### src/rtl/msgirq_pkg.sv
package msgirq_pkg;

    // Per-object receive state. Bit 0 is the pending flag, bit 1 the lost flag.
    typedef enum logic [1:0] {
        OBJ_EMPTY = 2'b00,
        OBJ_FRESH = 2'b01,
        OBJ_LOST  = 2'b11
    } obj_state_t;

    // Combined request stage.
    typedef enum logic {
        IRQ_QUIET  = 1'b0,
        IRQ_RAISED = 1'b1
    } irq_state_t;

endpackage

### src/rtl/msgirq_obj_fsm.sv
module msgirq_obj_fsm
    import msgirq_pkg::*;
(
    input  logic clk,
    input  logic rst_n,
    input  logic rx_hit_i,
    input  logic rd_hit_i,
    input  logic obj_en_i,
    output logic pend_o,
    output logic lost_o
);

    obj_state_t state_q;
    obj_state_t state_d;
    logic       take;

    assign take = rx_hit_i & obj_en_i;

    // State register
    always_ff @(posedge clk or negedge rst_n) begin
        if (!rst_n) begin
            state_q <= OBJ_EMPTY;
        end else begin
            state_q <= state_d;
        end
    end

    // Transitions
    always_comb begin
        state_d = state_q;
        unique case (state_q)
            OBJ_EMPTY: begin
                if (take) begin
                    state_d = OBJ_FRESH;                  // T_ARRIVE
                end
            end
            OBJ_FRESH: begin
                if (rd_hit_i) begin
                    state_d = take ? OBJ_FRESH : OBJ_EMPTY; // T_SERVICE_REFILL / T_SERVICE
                end else if (take) begin
                    state_d = OBJ_LOST;                   // T_OVERRUN
                end
            end
            OBJ_LOST: begin
                if (rd_hit_i) begin
                    state_d = take ? OBJ_FRESH : OBJ_EMPTY; // T_SERVICE_REFILL / T_SERVICE
                end else begin
                    state_d = OBJ_LOST;                   // T_OVERRUN_AGAIN or hold
                end
            end
            default: begin
                state_d = OBJ_EMPTY;
            end
        endcase
    end

    // Outputs
    always_comb begin
        pend_o = 1'b0;
        lost_o = 1'b0;
        unique case (state_q)
            OBJ_EMPTY: begin
                pend_o = 1'b0;
                lost_o = 1'b0;
            end
            OBJ_FRESH: begin
                pend_o = 1'b1;
                lost_o = 1'b0;
            end
            OBJ_LOST: begin
                pend_o = 1'b1;
                lost_o = 1'b1;
            end
            default: begin
                pend_o = 1'b0;
                lost_o = 1'b0;
            end
        endcase
    end

endmodule

### src/rtl/msgirq_enable_bank.sv
module msgirq_enable_bank #(
    parameter int NUM_OBJ = 64,
    parameter int IDX_W   = 8
) (
    input  logic               clk,
    input  logic               rst_n,
    input  logic               en_wr_i,
    input  logic [IDX_W-1:0]   en_idx_i,
    input  logic               en_val_i,
    input  logic               gbl_wr_i,
    input  logic               gbl_val_i,
    output logic [NUM_OBJ-1:0] obj_en_o,
    output logic               gbl_en_o
);

    genvar gi;
    generate
        for (gi = 0; gi < NUM_OBJ; gi++) begin : g_en
            logic sel;
            assign sel = en_wr_i && (en_idx_i == IDX_W'(gi));
            always_ff @(posedge clk or negedge rst_n) begin
                if (!rst_n) begin
                    obj_en_o[gi] <= 1'b0;
                end else if (sel) begin
                    obj_en_o[gi] <= en_val_i;
                end
            end
        end
    endgenerate

    always_ff @(posedge clk or negedge rst_n) begin
        if (!rst_n) begin
            gbl_en_o <= 1'b0;
        end else if (gbl_wr_i) begin
            gbl_en_o <= gbl_val_i;
        end
    end

endmodule

### src/rtl/msgirq_irq_out.sv
module msgirq_irq_out
    import msgirq_pkg::*;
#(
    parameter int NUM_OBJ = 64
) (
    input  logic               clk,
    input  logic               rst_n,
    input  logic [NUM_OBJ-1:0] pend_i,
    input  logic               gbl_en_i,
    output logic               irq_o
);

    irq_state_t state_q;
    irq_state_t state_d;
    logic       want;

    assign want = (|pend_i) & gbl_en_i;

    always_ff @(posedge clk or negedge rst_n) begin
        if (!rst_n) begin
            state_q <= IRQ_QUIET;
        end else begin
            state_q <= state_d;
        end
    end

    always_comb begin
        state_d = state_q;
        unique case (state_q)
            IRQ_QUIET:  if (want)  state_d = IRQ_RAISED;  // T_IRQ_SET
            IRQ_RAISED: if (!want) state_d = IRQ_QUIET;   // T_IRQ_CLEAR
            default:    state_d = IRQ_QUIET;
        endcase
    end

    always_comb begin
        unique case (state_q)
            IRQ_RAISED: irq_o = 1'b1;
            default:    irq_o = 1'b0;
        endcase
    end

endmodule

### src/rtl/msgirq_readout.sv
module msgirq_readout #(
    parameter int NUM_OBJ = 64,
    parameter int WORD_W  = 32,
    parameter int SEL_W   = 1
) (
    input  logic [NUM_OBJ-1:0] pend_i,
    input  logic [NUM_OBJ-1:0] lost_i,
    input  logic [SEL_W-1:0]   sel_i,
    output logic [WORD_W-1:0]  pend_word_o,
    output logic [WORD_W-1:0]  lost_word_o
);

    localparam int NUM_WORDS = NUM_OBJ / WORD_W;

    logic [WORD_W-1:0] pw [NUM_WORDS];
    logic [WORD_W-1:0] lw [NUM_WORDS];

    genvar gw;
    generate
        for (gw = 0; gw < NUM_WORDS; gw++) begin : g_word
            assign pw[gw] = pend_i[gw*WORD_W +: WORD_W];
            assign lw[gw] = lost_i[gw*WORD_W +: WORD_W];
        end
    endgenerate

    assign pend_word_o = pw[sel_i];
    assign lost_word_o = lw[sel_i];

endmodule

### src/rtl/msgirq_ctrl.sv
module msgirq_ctrl #(
    parameter int NUM_IRQ_OBJ = 64,
    parameter int IDX_W       = 8,
    parameter int WORD_W      = 32
) (
    input  logic              clk,
    input  logic              rst_n,
    input  logic              rx_evt_i,
    input  logic [IDX_W-1:0]  rx_idx_i,
    input  logic              rd_evt_i,
    input  logic [IDX_W-1:0]  rd_idx_i,
    input  logic              en_wr_i,
    input  logic [IDX_W-1:0]  en_idx_i,
    input  logic              en_val_i,
    input  logic              gbl_wr_i,
    input  logic              gbl_val_i,
    input  logic              word_sel_i,
    output logic [WORD_W-1:0] pend_word_o,
    output logic [WORD_W-1:0] lost_word_o,
    output logic              irq_o
);

    logic [NUM_IRQ_OBJ-1:0] pend_vec;
    logic [NUM_IRQ_OBJ-1:0] lost_vec;
    logic [NUM_IRQ_OBJ-1:0] obj_en;
    logic                   gbl_en;

    msgirq_enable_bank #(
        .NUM_OBJ (NUM_IRQ_OBJ),
        .IDX_W   (IDX_W)
    ) u_en (
        .clk       (clk),
        .rst_n     (rst_n),
        .en_wr_i   (en_wr_i),
        .en_idx_i  (en_idx_i),
        .en_val_i  (en_val_i),
        .gbl_wr_i  (gbl_wr_i),
        .gbl_val_i (gbl_val_i),
        .obj_en_o  (obj_en),
        .gbl_en_o  (gbl_en)
    );

    // Index decode: indices at or above NUM_IRQ_OBJ match no object.
    genvar go;
    generate
        for (go = 0; go < NUM_IRQ_OBJ; go++) begin : g_obj
            logic rx_hit;
            logic rd_hit;
            assign rx_hit = rx_evt_i && (rx_idx_i == IDX_W'(go));
            assign rd_hit = rd_evt_i && (rd_idx_i == IDX_W'(go));
            msgirq_obj_fsm u_fsm (
                .clk      (clk),
                .rst_n    (rst_n),
                .rx_hit_i (rx_hit),
                .rd_hit_i (rd_hit),
                .obj_en_i (obj_en[go]),
                .pend_o   (pend_vec[go]),
                .lost_o   (lost_vec[go])
            );
        end
    endgenerate

    msgirq_irq_out #(
        .NUM_OBJ (NUM_IRQ_OBJ)
    ) u_irq (
        .clk      (clk),
        .rst_n    (rst_n),
        .pend_i   (pend_vec),
        .gbl_en_i (gbl_en),
        .irq_o    (irq_o)
    );

    msgirq_readout #(
        .NUM_OBJ (NUM_IRQ_OBJ),
        .WORD_W  (WORD_W),
        .SEL_W   (1)
    ) u_rd (
        .pend_i      (pend_vec),
        .lost_i      (lost_vec),
        .sel_i       (word_sel_i),
        .pend_word_o (pend_word_o),
        .lost_word_o (lost_word_o)
    );

endmodule

### config.mk
export PLATFORM = sky130hd
export DESIGN_NAME = msgirq_ctrl
export DESIGN_NICKNAME = d
export VERILOG_FILES = /design/src/rtl/msgirq_pkg.sv /design/src/rtl/msgirq_obj_fsm.sv /design/src/rtl/msgirq_enable_bank.sv /design/src/rtl/msgirq_irq_out.sv /design/src/rtl/msgirq_readout.sv /design/src/rtl/msgirq_ctrl.sv
export SDC_FILE = /design/constraint.sdc
export NUM_CORES = 1
export LEC_CHECK = 0
export BUFFER_PORTS_ARGS = -buffer_cell sky130_fd_sc_hd__buf_2
export CORE_UTILIZATION = 30
export CTS_CLUSTER_DIAMETER = 60
export DETAILED_ROUTE_END_ITERATION = 10
export SETUP_SLACK_MARGIN = 0.1
export SKIP_CTS_REPAIR_TIMING = 1
export SLEW_MARGIN = 0
export SYNTH_ARGS = -nofsm -noshare
export SYNTH_HDL_FRONTEND = slang
export SYNTH_SLANG_ARGS = --single-unit
### constraint.sdc
create_clock -name clk -period 2.82 [get_ports clk]
set_clock_uncertainty 0.2 [all_clocks]
set_input_delay 0.141 -clock clk [delete_from_list [all_inputs] [get_ports clk]]
set_output_delay 0.141 -clock clk [all_outputs]
set_load 0.005 [all_outputs]
# After elaboration in Yosys (flattened, before gate mapping)
# Cells that the tools add are included.
# W data, S select, Z words.
[word_totals]
register_bits = 194
input_bits = 33
out_inout_bits = 65
wordCells = 1550
[classes]
n_lt_le_gt_ge = 1
n_eq_ne = 445
mux = 520
bitwise = 66
reduce_logical = 388
[ops]
columns = ["op", "n"]
rows = [
  ["$eq A8 B6 Y1 const B", 96],
  ["$mux W2", 256],
  ["$eq A8 B5 Y1 const B", 48],
  ["$pmux W2 S3", 64],
  ["$mux W1", 194],
  ["$eq A8 B4 Y1 const B", 24],
  ["$logic_and A1 B1 Y1", 192],
  ["$mux W32", 6],
  ["$ne A3 B2 Y1 const B", 64],
  ["$eq A2 B1 Y1 const B", 64],
  ["$eq A2 B2 Y1 const B", 64],
  ["$logic_not A2 Y1", 64],
  ["$ne A2 B1 Y1 const B", 64],
  ["$reduce_and A2 Y1", 64],
  ["$reduce_or A2 Y1", 64],
  ["$eq A8 B3 Y1 const B", 12],
  ["$and A1 B1 Y1", 65],
  ["$reduce_or A64 Y1", 1],
  ["$eq A8 B2 Y1 const B", 6],
  ["$eq A8 B1 Y1 const B", 3],
  ["$logic_not A8 Y1", 3],
  ["$ge A2 B2 Y1 const B", 1],
  ["$not A1 Y2", 1],
]

# Logic depth before layout (Yosys ltp)
# Gate-level depths: netlist (run 1).
[depth]
word_depth = 6
mapped_depth = 5
mapped_depth_nobuf = 3

# Hierarchy
# From an unflattened synthesis (run 1), not the netlist that was laid out.
[hier_totals]
cells_unflattened = 1177
area_unflattened_um2 = 11762.5
[by_module_without_submodules]
columns = ["module", "instances", "cells_per_inst", "area_per_inst_um2", "seq_area_each_um2"]
rows = [
  ["msgirq_obj_fsm", 64, 10, 96.3, 50.0],
  ["msgirq_enable_bank", 1, 240, 2987.9, 1626.6],
  ["msgirq_ctrl", 1, 204, 1363.8, 0.0],
  ["msgirq_readout", 1, 71, 1077.3, 0.0],
  ["msgirq_irq_out", 1, 22, 167.7, 25.0],
]

# Least setup slack after synthesis (run 1)
# OpenSTA, ideal clock, no wires.
[synth_timing]
path_kind = "in2reg"
from = "input port en_idx_i[5]"
to = "register u_en.obj_en_o[13]"
setup_time_ns = 0.125
t_arrival_ns = 1.355
required_ns = 2.495
path_slack_ns = 1.140
path_stages = 4
path_buffers = 1
path_cell_list = "or4_4 buf_6 nor3_1 mux2_2"
[synth_via]
elab_chain_len = 2
[synth_lines]
columns = ["element", "line", "source"]
rows = [
  ["start, declared", "msgirq_ctrl.sv:13", "input logic [IDX_W-1:0] en_idx_i,"],
  ["$eq A8 B4 Y1", "msgirq_enable_bank.sv:20", "assign sel = en_wr_i && (en_idx_i == IDX_W'(gi));"],
  ["$logic_and A1 B1 Y1", "msgirq_enable_bank.sv:20", ""],
  ["end signal, assigned by index", "msgirq_enable_bank.sv:25", "obj_en_o[gi] <= en_val_i;"],
  ["end, declared", "msgirq_enable_bank.sv:12", "output logic [NUM_OBJ-1:0] obj_en_o,"],
]
# Every way passes these cells.
# A chain may end at the register's enable or synchronous reset.

# Worst setup path after layout (run 1)
[layout_timing]
from = "register g_obj[34].u_fsm.state_q[0]"
to = "register u_irq.state_q"
[layout_via]
elab_chain_len = 6
elab_cells_between_ends = 7
classes_between = "eq/ne (2); mux (2); bitwise (1); reduce/logical (2)"
[layout_lines]
columns = ["element", "line", "source"]
rows = [
  ["start, declared", "msgirq_obj_fsm.sv:13", "obj_state_t state_q;"],
  ["start signal, assigned", "msgirq_obj_fsm.sv:24", "state_q <= state_d;"],
  ["$eq A2 B1 Y1 or $eq A2 B2 Y1 (tied branches)", "msgirq_obj_fsm.sv:61", "unique case (state_q)"],
  ["$reduce_or A2 Y1 (no line) *", "n/a", ""],
  ["$mux W1 *", "msgirq_obj_fsm.sv:61", ""],
  ["$reduce_or A64 Y1 *", "msgirq_irq_out.sv:17", "assign want = (|pend_i) & gbl_en_i;"],
  ["$and A1 B1 Y1 *", "msgirq_irq_out.sv:17", ""],
  ["$mux W1 *", "msgirq_irq_out.sv:30, msgirq_irq_out.sv:31", ""],
  ["named net u_irq.state_d", "msgirq_irq_out.sv:14", "irq_state_t state_d;"],
  ["end signal, assigned", "msgirq_irq_out.sv:23", "state_q <= state_d;"],
  ["end, declared", "msgirq_irq_out.sv:13", "irq_state_t state_q;"],
]
# The timed path passes the listed nets; every way through them passes the cells marked *.

==> results of run 1 <==
[cells by family after synthesis]
family / share of synthesized area, %
AO/OA/AOI/OAI: 15.5
buffers and inverters: 4.32
flip-flops: 48.6
multiplexers: 10.9
AND/OR/NAND/NOR: 20.7
[per-stage QoR]
step           setup slack, ps  area [µm²]  total power [mW]  util (%)
3_3_place_gp               773       10900              3.31      33.4
3_5_place_dp               724       10900              3.32      33.4
6_report                   781       11600              6.10      35.6
5_1_grt                    822       11600              6.28      35.6
4_1_cts                    809       11600              6.12      35.5
2_1_floorplan             1140        9990              3.12         -
[state kept, by name, summed over array words and instances (netlist names)]
name and cells:
g_obj.u_fsm.state_q 128, u_en.gbl_en_o 1, u_en.obj_en_o 64, u_irq.state_q 1
[worst max path at each step]
stage                                from                 to  slack, ps  cells past startpoint
6_report       g_obj[34].u_fsm.state_q[0]      u_irq.state_q        780                      3
5_1_grt        g_obj[26].u_fsm.state_q[0]      u_irq.state_q        820                      3
4_1_cts        g_obj[50].u_fsm.state_q[0]      u_irq.state_q        810                      3
3_5_place_dp                  en_idx_i[3]  u_en.obj_en_o[36]        720                      4
3_3_place_gp                  en_idx_i[6]  u_en.obj_en_o[60]        770                      4
2_1_floorplan                 en_idx_i[5]  u_en.obj_en_o[13]       1140                      4
[cell usage in the layout, fill, tap and decap left out, types with 2 or more instances in the layout]
| cell type | netlist | routed |
|---|---|---|
| dfrtp_1 | 194 | 194 |
| buf_2 | 15 | 95 |
| mux2_2 | 94 | 94 |
| o21ai_0 | 47 | 47 |
| nand3_1 | 45 | 45 |
| nand4_1 | 41 | 41 |
| inv_1 | 36 | 36 |
| o31ai_1 | 36 | 36 |
| a21oi_1 | 36 | 36 |
| nand2_1 | 34 | 34 |
| and4b_1 | 32 | 32 |
| nand2b_1 | 31 | 31 |
| nor3_1 | 31 | 31 |
| o31a_1 | 28 | 28 |
| a21o_1 | 28 | 28 |
| o21a_1 | 28 | 28 |
| nor4_1 | 27 | 27 |
| a2bb2oi_1 | 21 | 21 |
| clkbuf_16 | 0 | 17 |
| nor2_1 | 16 | 16 |
| buf_4 | 0 | 13 |
| nand4b_1 | 8 | 8 |
| nand4bb_1 | 7 | 7 |
| nor4b_1 | 6 | 6 |
| bufinv_16 | 0 | 6 |
| diode_2 | 0 | 5 |
| and4bb_2 | 5 | 5 |
| nor3_2 | 5 | 5 |
| inv_6 | 0 | 5 |
| or4b_1 | 3 | 3 |
| or4b_4 | 3 | 3 |
| mux2_1 | 3 | 3 |
| dlygate4sd3_1 | 0 | 3 |
| buf_12 | 0 | 3 |
| nand3b_1 | 2 | 2 |
| nor4bb_1 | 2 | 2 |
| nor2b_1 | 2 | 2 |
| nor4_2 | 2 | 2 |
| clkinvlp_4 | 0 | 2 |
[power breakdown]
group          switching [mW]  total (mW)  internal [mW]  leakage [nW]
Clock                    1.14        2.82           1.68         0.323
Sequential             0.0327        2.86           2.83          2.70
Combinational           0.286       0.408          0.122          2.27
[area by class of cell]
class	instances	area [µm²]
antenna	5	12.5
clock buffer	18	429
clock inverter	14	248
fill	3244	21000
inverter	36	135
multi-input combinational	633	4720
sequential	194	4850
tap	442	553
timing repair buffer	115	677
[metal layers]
metal / track usage [%] / up-vias / wire [µm]
met2: 28.6 / 247 / 14100
met1: 25.6 / 4176 / 13900
met3: 4.68 / 45 / 2070
li1: - / 3668 / -
met4: 5.97 / 8 / 688
met5: 0 / - / 39
==> results.txt, run 1 <==
The port buffer count came out at 97. The number of global-route vias before repair came out at 7,958. The transition time at the pin with the least slew margin came out at 1110 ps.

The count of pins on the block boundary came out at 98. The die is 185 µm wide. The number of placed instances, taps included is 1,417. The cell sitting at the root of the clock tree is a clkbuf_16. Walking the worst path, the cells encountered are nor4_1 > nand4_1 > o41a_1. Detailed placement finished with a half-perimeter wire length of 20,900 µm. The share of post-route cells with drive strength above 1 came out at 25.5%. The number of buffer and inverter stages on the critical path is 0. The floorplan step set the die height to 185 µm. The count of flip-flops with a built-in enable after synthesis is 0.

Setup repair after global routing left no endpoint under its margin. The launching element type of the critical path is a register. In the finished design, the share of the clock period the worst path needs comes to 72.3%. dfrtp_1 is the most common cell in the netlist. The count of final hold-check violations is 0. The detail-routed via count per cell is 5.59. For this block, the routed nets add up to 30,700 µm of wire. The overall via count from detail_route came out at 8,144. The synthesized netlist contains 44 unique library cells. The number of cells on the worst reg-to-reg path came out at 3. The number of DRC markers after the initial detailed-route iteration is 779. Counting every instance in the synthesized netlist gives 931. On the worst path, the slowest cell contributes a delay of 550 ps.

The static leakage power came out at 5.29 nW. The slowest cell on the critical path is nor4_1. The count of standard-cell rows is 66. The average wire per standard cell is 21.1 µm. The register bit count reported by yosys came out at 194.

The die covers 34,000 µm². The clock latency of the later-clocked register in the worst-skew pair came out at 440 ps. The cell area after technology mapping is 9990 µm². The area growth from synthesis to layout is 16.3%. The critical path is of the reg2reg type. The yosys synthesis warning count is 0.

The tightest hold margin came out at 81.9 ps. The number of pins with negative max-slew slack in the final report is 0. After synthesis, the most frequently instantiated cells are dfrtp_1, mux2_2, o21ai_0. The final RePlAce weighted congestion came out at 0.819. The sum of negative setup slack is 0 ps. Data arrives at the worst endpoint at 2150 ps. Summed over all instances, the cell type with the most area after synthesis is dfrtp_1. Subtracting the final worst setup slack from the clock period gives 2040 ps.

For this design the ratio of total power to cell area is 524 nW/µm². The net total in the final layout came out at 1,030. After clock tree synthesis, the clock-pin slew on the worst setup and hold paths is 80 ps. The number of clock sinks came out at 194. The class of the tightest hold or removal check is in2async. Yosys attributes the largest share of cell area to dfrtp_1, mux2_2, and4b_1, o31ai_1, nand4_1. Summed over its instances, the top area cell type makes up 48.6% of the synthesized netlist area.

The maximum clock insertion buffer count came out at 2. The maximum number of pins on one net before global-route repair came out at 72. The count of unresolved DRC violations after routing came out at 0. The fraction of registers with async set or reset after synthesis came out at 100%. The flow ran to the end, and the final reports show no timing, DRC or antenna violations. The number of setup violations in the final report is 0.

The count of nets left with antenna violations once routing finished came out at 0. The global-route usage over all layers came out at 18.7%. The number of iterations in the first detailed-routing pass is 5.

Once the floorplan was initialized, standard cells occupied 30.6% of the core. The most used flip-flop cell after synthesis is dfrtp_1. The placeable core region is 32,600 µm². The first-pass GRT wire length came out at 47,800 µm. The dominant delay contributor by cell family on the critical path is simple AND/OR/NAND/NOR gates.

Across all register-to-register paths, the minimum setup slack is 780 ps. For this run, the register share of the synthesized area comes to 48.6%. The final global-route overflow total is 0. The timing-limited maximum frequency came out at 490 MHz. The number of nets handed over by synthesis was 964. The CTS tree is done. STA classifies the critical path endpoint as a register. The initial antenna violation count is 9. CTS built an H-tree with a depth of 4. The average cell area after synthesis came out at 10.7 µm².

VDD sags by at most 0.396 mV. The worst slew slack as a fraction of its limit came out at 26.1%. Along the worst path, the maximum fanout reaches 5.

The number of max-capacitance violations reported is 0. The required time at the endpoint of the critical path came out at 2930 ps. The worst register-to-register path begins at g_obj[34].u_fsm.state_q[0].

The number of buffers added by the clock tree synthesis step is 17. In this run the critical register-to-register path is captured at u_irq.state_q. The non-filler instance count after layout is 1,457.
Note: power is estimated with default switching activity, not from simulation.
==> run 2, diff against run 1 <==
==> constraint.sdc (replaced) <==
create_clock -name clk -period 1.7 [get_ports clk]
set_clock_uncertainty 0.2 [all_clocks]
set_input_delay 0.085 -clock clk [delete_from_list [all_inputs] [get_ports clk]]
set_output_delay 0.085 -clock clk [all_outputs]
set_load 0.005 [all_outputs]
==> run 2 against run 1 <==
  * The flow now finishes with violations (hold timing, setup timing)
  * Register-to-register slack got worse by 830 ps
  * Sequential power grew 66%
  * First-iteration DRC count fell by 6.7%
  * Critical path type unchanged
  * Largest cell class is now multi-input gates
  * Highest routed layer is now met4
==> results.txt, run 2 (same netlist as run 1, synthesis figures left out) <==
The run finished, with violations left. The checks that failed: hold timing, setup timing. The count of final hold-check violations came out at 1. The number of buffer and inverter stages on the critical path came out at 0.

The number of max-capacitance violations reported is 0. The initial antenna violation count was 4. The worst slew slack as a fraction of its limit is 25.9%. The count of standard-cell rows came out at 66. The die area is 34,000 µm². The startpoint identified for the worst hold timing path is rx_idx_i[5].

After detailed routing, the number of vias per cell comes to 5.35. The count of unresolved DRC violations after routing is 0. The fill cell instance count of the final layout is 3,145.

Traced cell by cell, the critical path runs through nor4_2 > nand4_1 > o41a_1. The number of logic stages on the critical path including buffering came out at 3. The final setup slack of the worst path came out at -52.1 ps. The first global-routing pass estimated 48,400 µm of wire. The library cell used most frequently in the layout, excluding fill and tap cells, is dfrtp_1. The root buffer cell is clkbuf_16. The number of pins with negative max-slew slack in the final report came out at 0. Leaving out fill and tap cells, the most frequent cells in the layout are dfrtp_1, buf_4, buf_6.

The arrival time reported for the critical path endpoint is 1860 ps. The share of post-route cells with drive strength above 1 is 37.7%. The number of cells on the worst reg-to-reg path came out at 3. The depth of the worst hold-timing path came out at 4. The worst setup path is launched from a register.

Among all stages on the critical path, the largest delay is contributed by nor4_2. Along the worst path, the maximum fanout reaches 2. Before CTS, the worst setup slack after placement is -176 ps. Including well taps, the total number of placed cells is 1,517.

The total power is 9.61 mW. The global-route usage over all layers came out at 18.8%. The placeable core region came out at 32,600 µm². The critical path starts at g_obj[46].u_fsm.state_q[0].

At the end of routability-driven placement, the weighted congestion stood at 0.856. The number of flip-flops in the largest register is 128. The period utilization is 103%. The number of DRC markers after the initial detailed-route iteration came out at 727. The number of setup violations in the final report is 3. The residual antenna-violating net count after detailed routing came out at 0.

The worst-case vdd ir drop is 0.570 mV. Compared with the post-synthesis result, the final layout area differs by 32.8%. The longest clock path from root to sink contains 2 buffers.

TritonCTS built the clock tree. The pre-antenna-repair detailed-routing pass consisted of 5 iterations. The required time at the endpoint of the critical path is 1800 ps. Entering global routing, the biggest net connects 65 pins.

STA classifies the critical path endpoint as a register. The largest incremental delay on the critical path is 440 ps. The dominant delay contributor by cell family on the critical path is simple AND/OR/NAND/NOR gates.

The overall via count from detail_route is 8,446. For this run, the share of the core covered by cells in the final layout is 40.7%. The clock latency of the later-clocked register in the worst-skew pair is 430 ps. For this design the ratio of total power to cell area is 724 nW/µm². In this run the worst hold path is classified as in2reg. The finished layout holds 1,580 standard cells, fillers aside.

At the pin with the least slew margin, the transition time is 1110 ps. The type of the worst setup path is reg2reg. Summed over all nets, the half-perimeter wirelength after detailed placement is 22,500 µm. The port buffer count came out at 97. The number of clock sinks is 194. The number of global-route vias before repair is 8,126. Once the floorplan was initialized, standard cells occupied 30.6% of the core.

Setup repair after global routing could not meet its margin everywhere. The register with the most flip-flops is g_obj.u_fsm.state_q. The final global-route overflow total is 0. The routed wire length is 31,500 µm.

The clock slew seen by the registers of the worst setup and hold paths is 70 ps. Static timing analysis puts the maximum clock frequency at 571 MHz. Subtracting the final worst setup slack from the clock period gives 1750 ps.

During I/O placement, the number of pins put on the boundary was 98. The tightest hold margin is -1.17 ps. The die is 185 µm wide. The number of buffers added by the clock tree synthesis step is 17. The worst register-to-register path begins at g_obj[46].u_fsm.state_q[0].

The net total in the final layout is 1,154. The clock tree synthesis step divided the H-tree into 4 levels. The height of the die is 185 µm. The static leakage power came out at 6.16 nW. The largest registers in the layout are g_obj.u_fsm.state_q x128, u_en.obj_en_o x64. The average wire per standard cell is 19.9 µm.
==> run 2: cell types whose count changed in the layout (fill, tap and decap cells not counted), sizes merged <==
cell         delta
buf           +121
bufinv          -4
clkinv          +4
dlygate4sd3     +3
clkbuf          +2
inv             -2
diode           -1
==> run 2: area by class of cell <==
type / count / area [µm²] / area share [%]
clock buffers: 20 / 457 / 3.44
well taps: 442 / 553 / 4.17
flip-flops and latches: 194 / 4860 / 36.6
repair buffers: 239 / 2090 / 15.8
diodes: 4 / 10.0 / 0.0754
multi-input cells: 633 / 5030 / 37.9
inverters: 36 / 135 / 1.02
clock inverters: 12 / 130 / 0.981
==> run 2: routing by layer <==
metal / vias to the layer above / routed length, µm / GRT usage, %
met2: 218 / 14400 / 29.0
met4: 0 / 710 / 5.50
met5: - / 0 / 0
li1: 3925 / - / -
met1: 4268 / 14400 / 26.3
met3: 35 / 1900 / 4.11
==> run 2: metrics by stage <==
step	setup TNS (ps)	instance area, µm²
global route	-221	13300
CTS	-801	12400
detailed placement	-3710	11800
global placement	-2870	11800
finish	-55.9	13300
floorplan	0	9990
==> run 2: path summary, 6_finish.rpt <==
path | slack, ps | end
worst max-delay path | -50 | u_irq.state_q
worst min-delay path | -1 | g_obj[58].u_fsm.state_q[1]
worst max register to register | -50 | u_irq.state_q
worst min register to register | 310 | u_en.obj_en_o[21]
max in group asynchronous | 240 | g_obj[40].u_fsm.state_q[0]
min in group asynchronous | 440 | g_obj[12].u_fsm.state_q[1]
==> run 2: worst min-delay path: stages <==
cell and delay [ps]:
buf_2 110, buf_12 180, nand4_1 120, a21oi_1 70
==> run 2: power breakdown <==
| part | internal [mW] | switching (mW) |
|---|---|---|
| sequential | 4.70 | 0.0591 |
| combinational | 0.310 | 0.498 |
| clock | 2.25 | 1.79 |
